## config.mk

```make
export PLATFORM = sky130hd
export DESIGN_NAME = move_decoder
export DESIGN_NICKNAME = d
export VERILOG_FILES = /design/src/rtl/move_pkg.sv /design/src/rtl/mv_pred_file.sv /design/src/rtl/mv_slot_source.sv /design/src/rtl/mv_dest_arbiter.sv /design/src/rtl/move_decoder.sv
export SDC_FILE = /design/constraint.sdc
export NUM_CORES = 1
export LEC_CHECK = 0
export BUFFER_PORTS_ARGS = -buffer_cell sky130_fd_sc_hd__buf_2
export CORE_AREA = 2 2 211 213
export CTS_BUF_LIST = sky130_fd_sc_hd__clkbuf_4 sky130_fd_sc_hd__clkbuf_8
export DETAILED_ROUTE_END_ITERATION = 16
export DIE_AREA = 0 0 213 215
export PLACE_DENSITY = 0.62
export SLEW_MARGIN = 5
export SYNTH_ARGS = -nofsm -noshare
export SYNTH_HDL_FRONTEND = slang
export SYNTH_SLANG_ARGS = --single-unit
```

## constraint.sdc

```tcl
create_clock -name clk -period 3.18 [get_ports clk]
set_input_delay 0.159 -clock clk [delete_from_list [all_inputs] [get_ports clk]]
set_output_delay 0.159 -clock clk [all_outputs]
set_load 0.03 [all_outputs]
```

## src/rtl/move_pkg.sv

```systemverilog
// Shared definitions for the move-slot decoder.
// Assumes 6-bit source codes, with the two top codes reserved for PC and long immediate.
package move_pkg;
    localparam int unsigned DEF_DW     = 32;
    localparam int unsigned DEF_SRC_W  = 6;
    localparam int unsigned DEF_DST_W  = 6;
    localparam int unsigned DEF_NBOOL  = 8;
    localparam int unsigned DEF_NSRC   = 8;
    localparam int unsigned DEF_NSLOTS = 4;

    // Where a slot's value comes from.
    typedef enum logic [2:0] {
        SK_REG  = 3'd0,
        SK_PC   = 3'd1,
        SK_LIMM = 3'd2,
        SK_IMM  = 3'd3,
        SK_NONE = 3'd4
    } src_kind_e;
endpackage

```

## src/rtl/mv_pred_file.sv

```systemverilog
// Predicate register file: entry 0 is constant true, entries 1..NBOOL-1 are flops.
// Assumes at most one write per entry per cycle (guaranteed by the arbiter upstream).
module mv_pred_file #(
    parameter int unsigned NBOOL = 8
) (
    input  logic             clk,
    input  logic             rst_n,
    input  logic [NBOOL-1:1] wr_en,
    input  logic [NBOOL-1:1] wr_val,
    output logic [NBOOL-1:0] bits
);
    logic [NBOOL-1:1] bits_q;

    // Update written predicates; clear all on reset.
    always_ff @(posedge clk) begin
        if (!rst_n) begin
            bits_q <= '0;
        end else begin
            for (int k = 1; k < NBOOL; k++) begin
                if (wr_en[k]) bits_q[k] <= wr_val[k];
            end
        end
    end

    assign bits = {bits_q, 1'b1};
endmodule

```

## src/rtl/mv_slot_source.sv

```systemverilog
// Selects the value one slot transports: short immediate, source word, PC,
// long immediate, or zero for an unused code. Purely combinational.
module mv_slot_source
    import move_pkg::*;
#(
    parameter int unsigned DW    = 32,
    parameter int unsigned SRC_W = 6,
    parameter int unsigned NSRC  = 8
) (
    input  logic               imm_flag,
    input  logic [SRC_W-1:0]   src,
    input  logic [NSRC*DW-1:0] src_words,
    input  logic [DW-1:0]      pc_value,
    input  logic [DW-1:0]      limm_value,
    output logic [DW-1:0]      data
);
    localparam int unsigned SEL_W     = $clog2(NSRC);
    localparam logic [SRC_W-1:0] CODE_LIMM = SRC_W'((1 << SRC_W) - 1);
    localparam logic [SRC_W-1:0] CODE_PC   = SRC_W'((1 << SRC_W) - 2);

    src_kind_e kind;

    // Classify the source field.
    always_comb begin
        if (imm_flag)                    kind = SK_IMM;
        else if (src < SRC_W'(NSRC))     kind = SK_REG;
        else if (src == CODE_PC)         kind = SK_PC;
        else if (src == CODE_LIMM)       kind = SK_LIMM;
        else                             kind = SK_NONE;
    end

    // Drive the chosen value.
    always_comb begin
        case (kind)
            SK_IMM:  data = {{(DW-SRC_W){src[SRC_W-1]}}, src};
            SK_REG:  data = src_words[src[SEL_W-1:0]*DW +: DW];
            SK_PC:   data = pc_value;
            SK_LIMM: data = limm_value;
            default: data = '0;
        endcase
    end
endmodule

```

## src/rtl/mv_dest_arbiter.sv

```systemverilog
// Resolves destination collisions among enabled slots: the lowest index keeps
// the destination. Assumes req already includes guard and issue.
module mv_dest_arbiter #(
    parameter int unsigned NSLOTS = 4,
    parameter int unsigned DST_W  = 6
) (
    input  logic [NSLOTS-1:0]       req,
    input  logic [NSLOTS*DST_W-1:0] dst,
    output logic [NSLOTS-1:0]       grant,
    output logic                    conflict
);
    // Drop any slot whose destination a lower enabled slot already owns.
    always_comb begin
        for (int i = 0; i < NSLOTS; i++) begin
            grant[i] = req[i];
            for (int j = 0; j < i; j++) begin
                if (req[j] && dst[j*DST_W +: DST_W] == dst[i*DST_W +: DST_W])
                    grant[i] = 1'b0;
            end
        end
    end

    assign conflict = |(req & ~grant);
endmodule

```

## src/rtl/move_decoder.sv

```systemverilog
// Multi-slot guarded move decoder. Each slot: guard (invert + predicate index),
// immediate flag, source, destination. Produces registered per-slot transfers,
// updates predicates from moves into the predicate address range, and holds a
// long-immediate register with same-cycle bypass.
module move_decoder
    import move_pkg::*;
#(
    parameter int unsigned NSLOTS = DEF_NSLOTS,
    parameter int unsigned DW     = DEF_DW,
    parameter int unsigned SRC_W  = DEF_SRC_W,
    parameter int unsigned DST_W  = DEF_DST_W,
    parameter int unsigned NBOOL  = DEF_NBOOL,
    parameter int unsigned NSRC   = DEF_NSRC,
    localparam int unsigned BIDX_W = $clog2(NBOOL),
    localparam int unsigned SLOT_W = BIDX_W + 1 + 1 + SRC_W + DST_W
) (
    input  logic                     clk,
    input  logic                     rst_n,
    input  logic                     issue,
    input  logic [NSLOTS*SLOT_W-1:0] instr,
    input  logic [NSRC*DW-1:0]       src_words,
    input  logic [DW-1:0]            pc_value,
    input  logic                     limm_load,
    input  logic [DW-1:0]            limm_value,
    output logic [NSLOTS-1:0]        out_en,
    output logic [NSLOTS*DST_W-1:0]  out_dst,
    output logic [NSLOTS*DW-1:0]     out_data,
    output logic                     conflict
);
    localparam int unsigned BOOL_BASE = (1 << DST_W) - NBOOL;

    logic [DW-1:0]            limm_q;
    logic [DW-1:0]            limm_now;
    logic [NBOOL-1:0]         pbits;
    logic [NSLOTS-1:0]        req;
    logic [NSLOTS-1:0]        grant;
    logic                     conflict_d;
    logic [NSLOTS*DST_W-1:0]  dst_flat;
    logic [DW-1:0]            data_a [NSLOTS];
    logic [NBOOL-1:1]         pw_en;
    logic [NBOOL-1:1]         pw_val;

    // Long-immediate register: load when requested.
    always_ff @(posedge clk) begin
        if (!rst_n)         limm_q <= '0;
        else if (limm_load) limm_q <= limm_value;
    end

    assign limm_now = limm_load ? limm_value : limm_q;

    // Per-slot field decode, guard evaluation and source selection.
    for (genvar i = 0; i < NSLOTS; i++) begin : g_slot
        logic [SLOT_W-1:0] fld;
        logic              g_inv;
        logic [BIDX_W-1:0] g_idx;
        assign fld   = instr[i*SLOT_W +: SLOT_W];
        assign g_inv = fld[SLOT_W-1];
        assign g_idx = fld[SLOT_W-2 -: BIDX_W];
        assign dst_flat[i*DST_W +: DST_W] = fld[DST_W-1:0];
        assign req[i] = issue && (pbits[g_idx] ^ g_inv);

        mv_slot_source #(.DW(DW), .SRC_W(SRC_W), .NSRC(NSRC)) u_src (
            .imm_flag   (fld[SRC_W+DST_W]),
            .src        (fld[DST_W +: SRC_W]),
            .src_words  (src_words),
            .pc_value   (pc_value),
            .limm_value (limm_now),
            .data       (data_a[i])
        );
    end

    mv_dest_arbiter #(.NSLOTS(NSLOTS), .DST_W(DST_W)) u_arb (
        .req      (req),
        .dst      (dst_flat),
        .grant    (grant),
        .conflict (conflict_d)
    );

    // Predicate writes from granted moves into the predicate address range.
    always_comb begin
        pw_en  = '0;
        pw_val = '0;
        for (int k = 1; k < NBOOL; k++) begin
            for (int i = 0; i < NSLOTS; i++) begin
                if (grant[i] && dst_flat[i*DST_W +: DST_W] == DST_W'(BOOL_BASE + k)) begin
                    pw_en[k]  = 1'b1;
                    pw_val[k] = data_a[i][0];
                end
            end
        end
    end

    mv_pred_file #(.NBOOL(NBOOL)) u_pred (
        .clk    (clk),
        .rst_n  (rst_n),
        .wr_en  (pw_en),
        .wr_val (pw_val),
        .bits   (pbits)
    );

    // Register the bus transfers; disabled slots show zero.
    always_ff @(posedge clk) begin
        if (!rst_n) begin
            out_en   <= '0;
            out_dst  <= '0;
            out_data <= '0;
            conflict <= 1'b0;
        end else begin
            out_en   <= grant;
            conflict <= conflict_d;
            for (int i = 0; i < NSLOTS; i++) begin
                out_dst[i*DST_W +: DST_W] <= grant[i] ? dst_flat[i*DST_W +: DST_W] : '0;
                out_data[i*DW +: DW]      <= grant[i] ? data_a[i] : '0;
            end
        end
    end
endmodule

```

Word-level counts from Yosys, hierarchy flattened:

Cells that the tools add are included.

* register bits: 196
* input port bits: 392
* output and inout port bits: 157
* logic and storage cells: 228

* magnitude comparators: 8
* equality and inequality tests: 54
* shift-type cells: 4
* mux-type cells: 91
* bitwise gates (word level): 6
* reduce and logical (&&, ||, !) cells: 47

Operators with widths (count)
* indexed part select 256 x 9 -> 32 bit: 4
* case mux 32 bit (4 select lines): 4
* == test 6 bit, second input constant: 36
* 2-to-1 mux 1 bit: 66
* 2-to-1 mux 3 bit: 16
* logical AND 1 bit: 38
* == test 6 bit: 6
* 2-to-1 mux 32 bit: 1
* == test 3 x 2 -> 1 bit, second input constant: 8
* less-than comparator 6 x 4 -> 1 bit, second input constant: 4
* less-than comparator 3 x 4 -> 1 bit, second input constant: 4
* binary-select mux 1 bit (select 3 bit): 4
* == test 3 x 1 -> 1 bit, second input constant: 4
* logical NOT 3 bit: 4
* AND reduction 2 bit: 4
* bitwise AND 4 bit: 1
* NOT 4 bit: 1
* OR reduction 4 bit: 1
* XOR 1 bit: 4

Depth between registers and ports, before layout:

* word-level depth: 11
* mapped depth: 10
* mapped depth without buffers: 8

Hierarchy:

A second synthesis with hierarchy kept.

* cells, all modules: 2008
* area total of the unflattened synthesis: 18640.4 um^2

By module, submodules not included
* mv_slot_source at g_slot[0].u_src ...: instances 3, cells each 373, area an instance 2930.3 um^2, seq. area each 0.0 um^2
* move_decoder: instances 1, cells each 585, area an instance 6478.7 um^2, seq. area each 3783.6 um^2
* mv_slot_source at g_slot[3].u_src: instances 1, cells each 223, area an instance 2628.8 um^2, seq. area each 0.0 um^2
* mv_dest_arbiter: instances 1, cells each 58, area an instance 476.7 um^2, seq. area each 0.0 um^2
* mv_pred_file: instances 1, cells each 23, area an instance 265.3 um^2, seq. area each 140.1 um^2

Least setup slack after synthesis:

Ideal clock, no wire load.

* kind: register to register
* start: register u_pred.bits_q[4] (netlist bit)
* end: register u_pred.bits_q[5] (netlist bit)
* library setup time: 0.125 ns
* arrival time: 2.137 ns
* required time: 3.055 ns
* setup slack: 0.918 ns
* cell stages (with the launch flop): 11
* buffers on the path: 2
* clock period less this slack: 2.262 ns
* cell sequence: dfxtp_1 > nor2_1 > a221o_1 > a21o_1 > buf_6 > a211o_1 > and3_4 > buf_6 > nor3b_4 > a221oi_2 > o32ai_1

* word-level cells in the longest chain between the ends: 10
* elaborated cells between the ends (all ways): 40
* those cells by class: mux (22); bitwise (4); reduce/logical (14)

Ends and longest elaborated chain
* start, declared: RTL line mv_pred_file.sv:12 `logic [NBOOL-1:1] bits_q;`
* start signal, assigned by index: RTL line mv_pred_file.sv:20 `if (wr_en[k]) bits_q[k] <= wr_val[k];`
* binary-select mux 1 bit (select 3 bit): RTL line move_decoder.sv:60 `assign req[i] = issue && (pbits[g_idx] ^ g_inv);`
* 2-to-1 mux 1 bit (not written as such): RTL line move_decoder.sv:60
* XOR 1 bit: RTL line move_decoder.sv:60
* logical AND 1 bit: RTL line move_decoder.sv:60
* logical AND 1 bit: RTL line mv_dest_arbiter.sv:17 `if (req[j] && dst[j*DST_W +: DST_W] == dst[i*DST_W +: DST_W])`
* 2-to-1 mux 1 bit: RTL line mv_dest_arbiter.sv:17
* logical AND 1 bit or 2-to-1 mux 1 bit (tied branches): RTL line move_decoder.sv:85, mv_dest_arbiter.sv:17
* 2-to-1 mux 1 bit, or another cell as far along: RTL line move_decoder.sv:85 `if (grant[i] && dst_flat[i*DST_W +: DST_W] == DST_W'(BOOL_BASE + k)) begin`
* 2-to-1 mux 1 bit or logical AND 1 bit (tied branches): RTL line move_decoder.sv:85
* 2-to-1 mux 1 bit: RTL line move_decoder.sv:85

Parallel ways exist; a longest one is shown, timed or not. The select of a mux whose other input is x is not followed.
A chain may end at the register's enable or synchronous reset.

Worst setup path in the final report:

* start: register u_pred.bits_q[6] (netlist bit)
* end: register out_dst[12]

* word-level cells in the longest chain between the ends: 8
* elaborated cells between the ends (all ways): 17
* those cells by class: mux (8); bitwise (3); reduce/logical (6)

Ends and longest elaborated chain
* binary-select mux 1 bit (select 3 bit): RTL line move_decoder.sv:60
* 2-to-1 mux 1 bit (not written as such): RTL line move_decoder.sv:60
* XOR 1 bit: RTL line move_decoder.sv:60
* logical AND 1 bit: RTL line move_decoder.sv:60
* logical AND 1 bit: RTL line mv_dest_arbiter.sv:17
* 2-to-1 mux 1 bit: RTL line mv_dest_arbiter.sv:17
* 2-to-1 mux 1 bit (*): RTL line mv_dest_arbiter.sv:17
* AND reduction 2 bit (no source line) (*)
* end signal, assigned by index: RTL line move_decoder.sv:112 `out_dst[i*DST_W +: DST_W] <= grant[i] ? dst_flat[i*DST_W +: DST_W] : '0;`
* end, declared: RTL line move_decoder.sv:26 `output logic [NSLOTS*DST_W-1:0] out_dst,`

Every way passes the cells marked *; elsewhere a longest branch is shown, timed or not. The select of a mux whose other input is x is not followed.

==> flow_summary.ini <==
[drt]
drc = 0
viasPerCell = 6.427
dr.pass1.iters = 5
dr_total_vias = 17590
detail_route.wl_per_cell_um = 28.76
drtIter0Drc = 2009
drtAntennaViolNets = 0
totalWireLength_um = 78720

[placed_design]
globalplace.congestion = 0.9543
port_buffers = 548
dp.cells = 2613
hpwl_um = 56990
dpl_cell_area_um2 = 20140

[timing]
fmax_mhz = 361.0
final-setup-viol-count = 0
period_needed_ns = 2.770
fin_setup_tns_ns = 0
maxSlewHeadroom = 0.3582
period_share = 0.8711
hold_viol = 0
rsz0062_at_grt = no
fin_worst_skew_ns = 0.02225
slew_violations = 0
tightest_slew_ns = 0.9604

[floorplan]
io_pins = 549
dieArea_um2 = 45800
core_um2 = 43640
die_w_um = 213
num_rows = 77
initial_core_util = 0.3879
dieHeight_um = 215

[logic_synthesis]
syn-instance-count = 1616
synthFlopType = dfxtp_1
ys_warn_count = 0
syn_avg_cell_area_um2 = 10.48
async_flop_share = 0
synthTopCellsByCount = mux4_2 (258), nand2_1 (251), dfxtp_1 (196)
syn_area_um2 = 16930
synth_largest_area_cell = mux4_2
yosys-top-cells-area = mux4_2 (34%), dfxtp_1 (23%), mux2_2 (8.6%)
synth-seq-area-share = 0.2317
ys_ff_latch = 196
synth.most_common_cell = mux4_2
syn_nets = 2008
yosys.cell_types.count = 60
synth_edf_count = 0
synth_top_area_frac = 0.3432

[worst_setup_path]
crit_chain = mux4_2 > nand2_1 > a21o_1 > a21oi_1 > a311oi_2 > buf_4 > and3_1 > dlygate4sd3_1
crit_required_ns = 3.65
arrival_ns = 3.24
critical_path_class = reg -> reg
crit_family = buffers and inverters
r2r_slack_ns = 0.41
crit_buf_inv = 2
crit_path_top_delay_cell = dlygate4sd3_1
cp_max_fo = 19
cp-start-kind = register
critPathCaptureType = register
cpPeakStageDelay_ns = 0.53

[clock_tree]
cts_buffers = 17
cts_sinks = 196
cts_max_level = 4
root_buffer = clkbuf_8
hold_buffers = 50
tritoncts = yes
ctsResizeCount = 0
cts.path.max_buffers = 2
clkTransAtPathRegs_ns = 0.12
clk_latency_ns = 0.54
post_cts_buffers = 0

[power]
p_leak_nw = 8.327
pwr-share-seq = 0.386
power_switching_share = 0.3558
power_density_nw_per_um2 = 314.0
ir_worst_vdd_mv = 0.2456
power_frac_clock = 0.253
intPower_w = 0.004276
switchingPower_w = 0.002362
power_frac_comb = 0.361

[global_route]
grt_pass1_wl_um = 113500
grtUsageTotal = 0.3383
antenna_found_initial = 42
grt_remaining_overflow = 0
grt_pass1_vias = 17250
grt_max_degree = 128

[cells_and_area]
regArea_um2 = 3924
drive_gt1_frac = 0.4924
area_growth_pct = 24.85
fill_cells = 4112
final_cell_area_um2 = 21140
finalNetCount = 2483
fin_cells = 2737
multiInputGateArea_um2 = 12250

[worst_hold_path]
hold_class = in -> reg

[outcome]
outcome = complete, no violations

[flow_run]
drv_cap = 0
## path summary, 6_finish.rpt
check | startpoint | end | depth (start not counted)
worst max-delay path | u_pred.bits_q[6] | out_dst[12] | 8
worst min-delay path | pc_value[9] | out_data[9] | 3
worst max register to register | u_pred.bits_q[6] | out_dst[12] | 8
worst min register to register | limm_q[18] | limm_q[18] | 2
## stage by stage
stage / setup slack (ns) / total power, W / hold slack (ns) / utilization
floorplan: 0.9179 / 0.004067 / 0.2807 / -
global placement: 0.6262 / 0.004895 / 0.4686 / 0.4615
detailed placement: 0.6020 / 0.004925 / 0.4704 / 0.4615
CTS: 0.4339 / 0.006631 / 0.0004264 / 0.4818
global route: 0.2630 / 0.006895 / 0.01144 / 0.4839
finish: 0.4098 / 0.006638 / 0.02677 / 0.4844
## layer usage
metal  up-vias  routed length, µm  GRT usage
li1       7379                  -          -
met4        10               4017     0.1716
met2      1269              36930     0.5338
met5         -                 65          0
met3       267               8177    0.08929
met1      8665              29530     0.4265
## cell families (layout without fill, tap and decap cells)
| family | Yosys count | in the layout | share of synthesized area |
|---|---|---|---|
| AO/OA/AOI/OAI | 303 | 303 | 0.1257 |
| buffers and inverters | 199 | 687 | 0.04811 |
| flip-flops | 196 | 196 | 0.2317 |
| AND/OR/NAND/NOR | 447 | 447 | 0.1185 |
| XOR/XNOR | 37 | 37 | 0.01914 |
| other | 0 | 41 | 0 |
| multiplexers | 434 | 434 | 0.4568 |
## registers in the layout, summed over array words and instances (netlist names)
signal / count
out_data: 128
limm_q: 32
out_dst: 24
u_pred.bits_q: 7
out_en: 4
conflict: 1
## cells in the final DEF, fill, tap and decap left out, types with 4 or more instances in the layout
cell / n
a211oi_1: 5
a21oi_1: 28
a222oi_1: 12
a31oi_1: 110
and2_1: 8
and3_1: 16
buf_12: 7
buf_2: 540
buf_4: 39
buf_6: 4
clkbuf_8: 19
dfxtp_1: 196
diode_2: 41
dlygate4sd3_1: 51
inv_1: 12
inv_6: 4
mux2_2: 130
mux2i_1: 46
mux4_2: 258
nand2_1: 250
nand3_1: 19
nand3b_1: 4
nand4_1: 18
nor2_1: 80
nor3_1: 10
nor3b_1: 5
nor3b_2: 4
nor4_1: 5
nor4_2: 5
o211ai_1: 109
o21ai_0: 8
o22ai_1: 6
xnor2_1: 19
xor2_1: 18
## cell type report
type | instances | share of cell area
diodes | 41 | 0.004853
clock buffers | 20 | 0.01273
clock inverters | 12 | 0.005386
inverters | 14 | 0.002486
multi-input cells | 1221 | 0.5793
flip-flops and latches | 196 | 0.1856
well taps | 592 | 0.03504
repair buffers | 641 | 0.1746
## power groups by stage
stage | clock [W] | combinational, W | sequential, W
2_1_floorplan | 0 | 0.00136 | 0.00271
3_3_place_gp | 0 | 0.00228 | 0.00262
3_5_place_dp | 0 | 0.00231 | 0.00262
4_1_cts | 0.00170 | 0.00237 | 0.00256
5_1_grt | 0.00180 | 0.00253 | 0.00257
6_report | 0.00168 | 0.00240 | 0.00256
## worst register-to-register path: cells and delay by family (launching register included)
kind,cells,cell delay (ns)
buf+inv,2,0.86
mux,1,0.47
compound gates,3,0.71
simple gates,2,0.32
flops,1,0.37
Note: power is estimated with default switching activity, not from simulation.
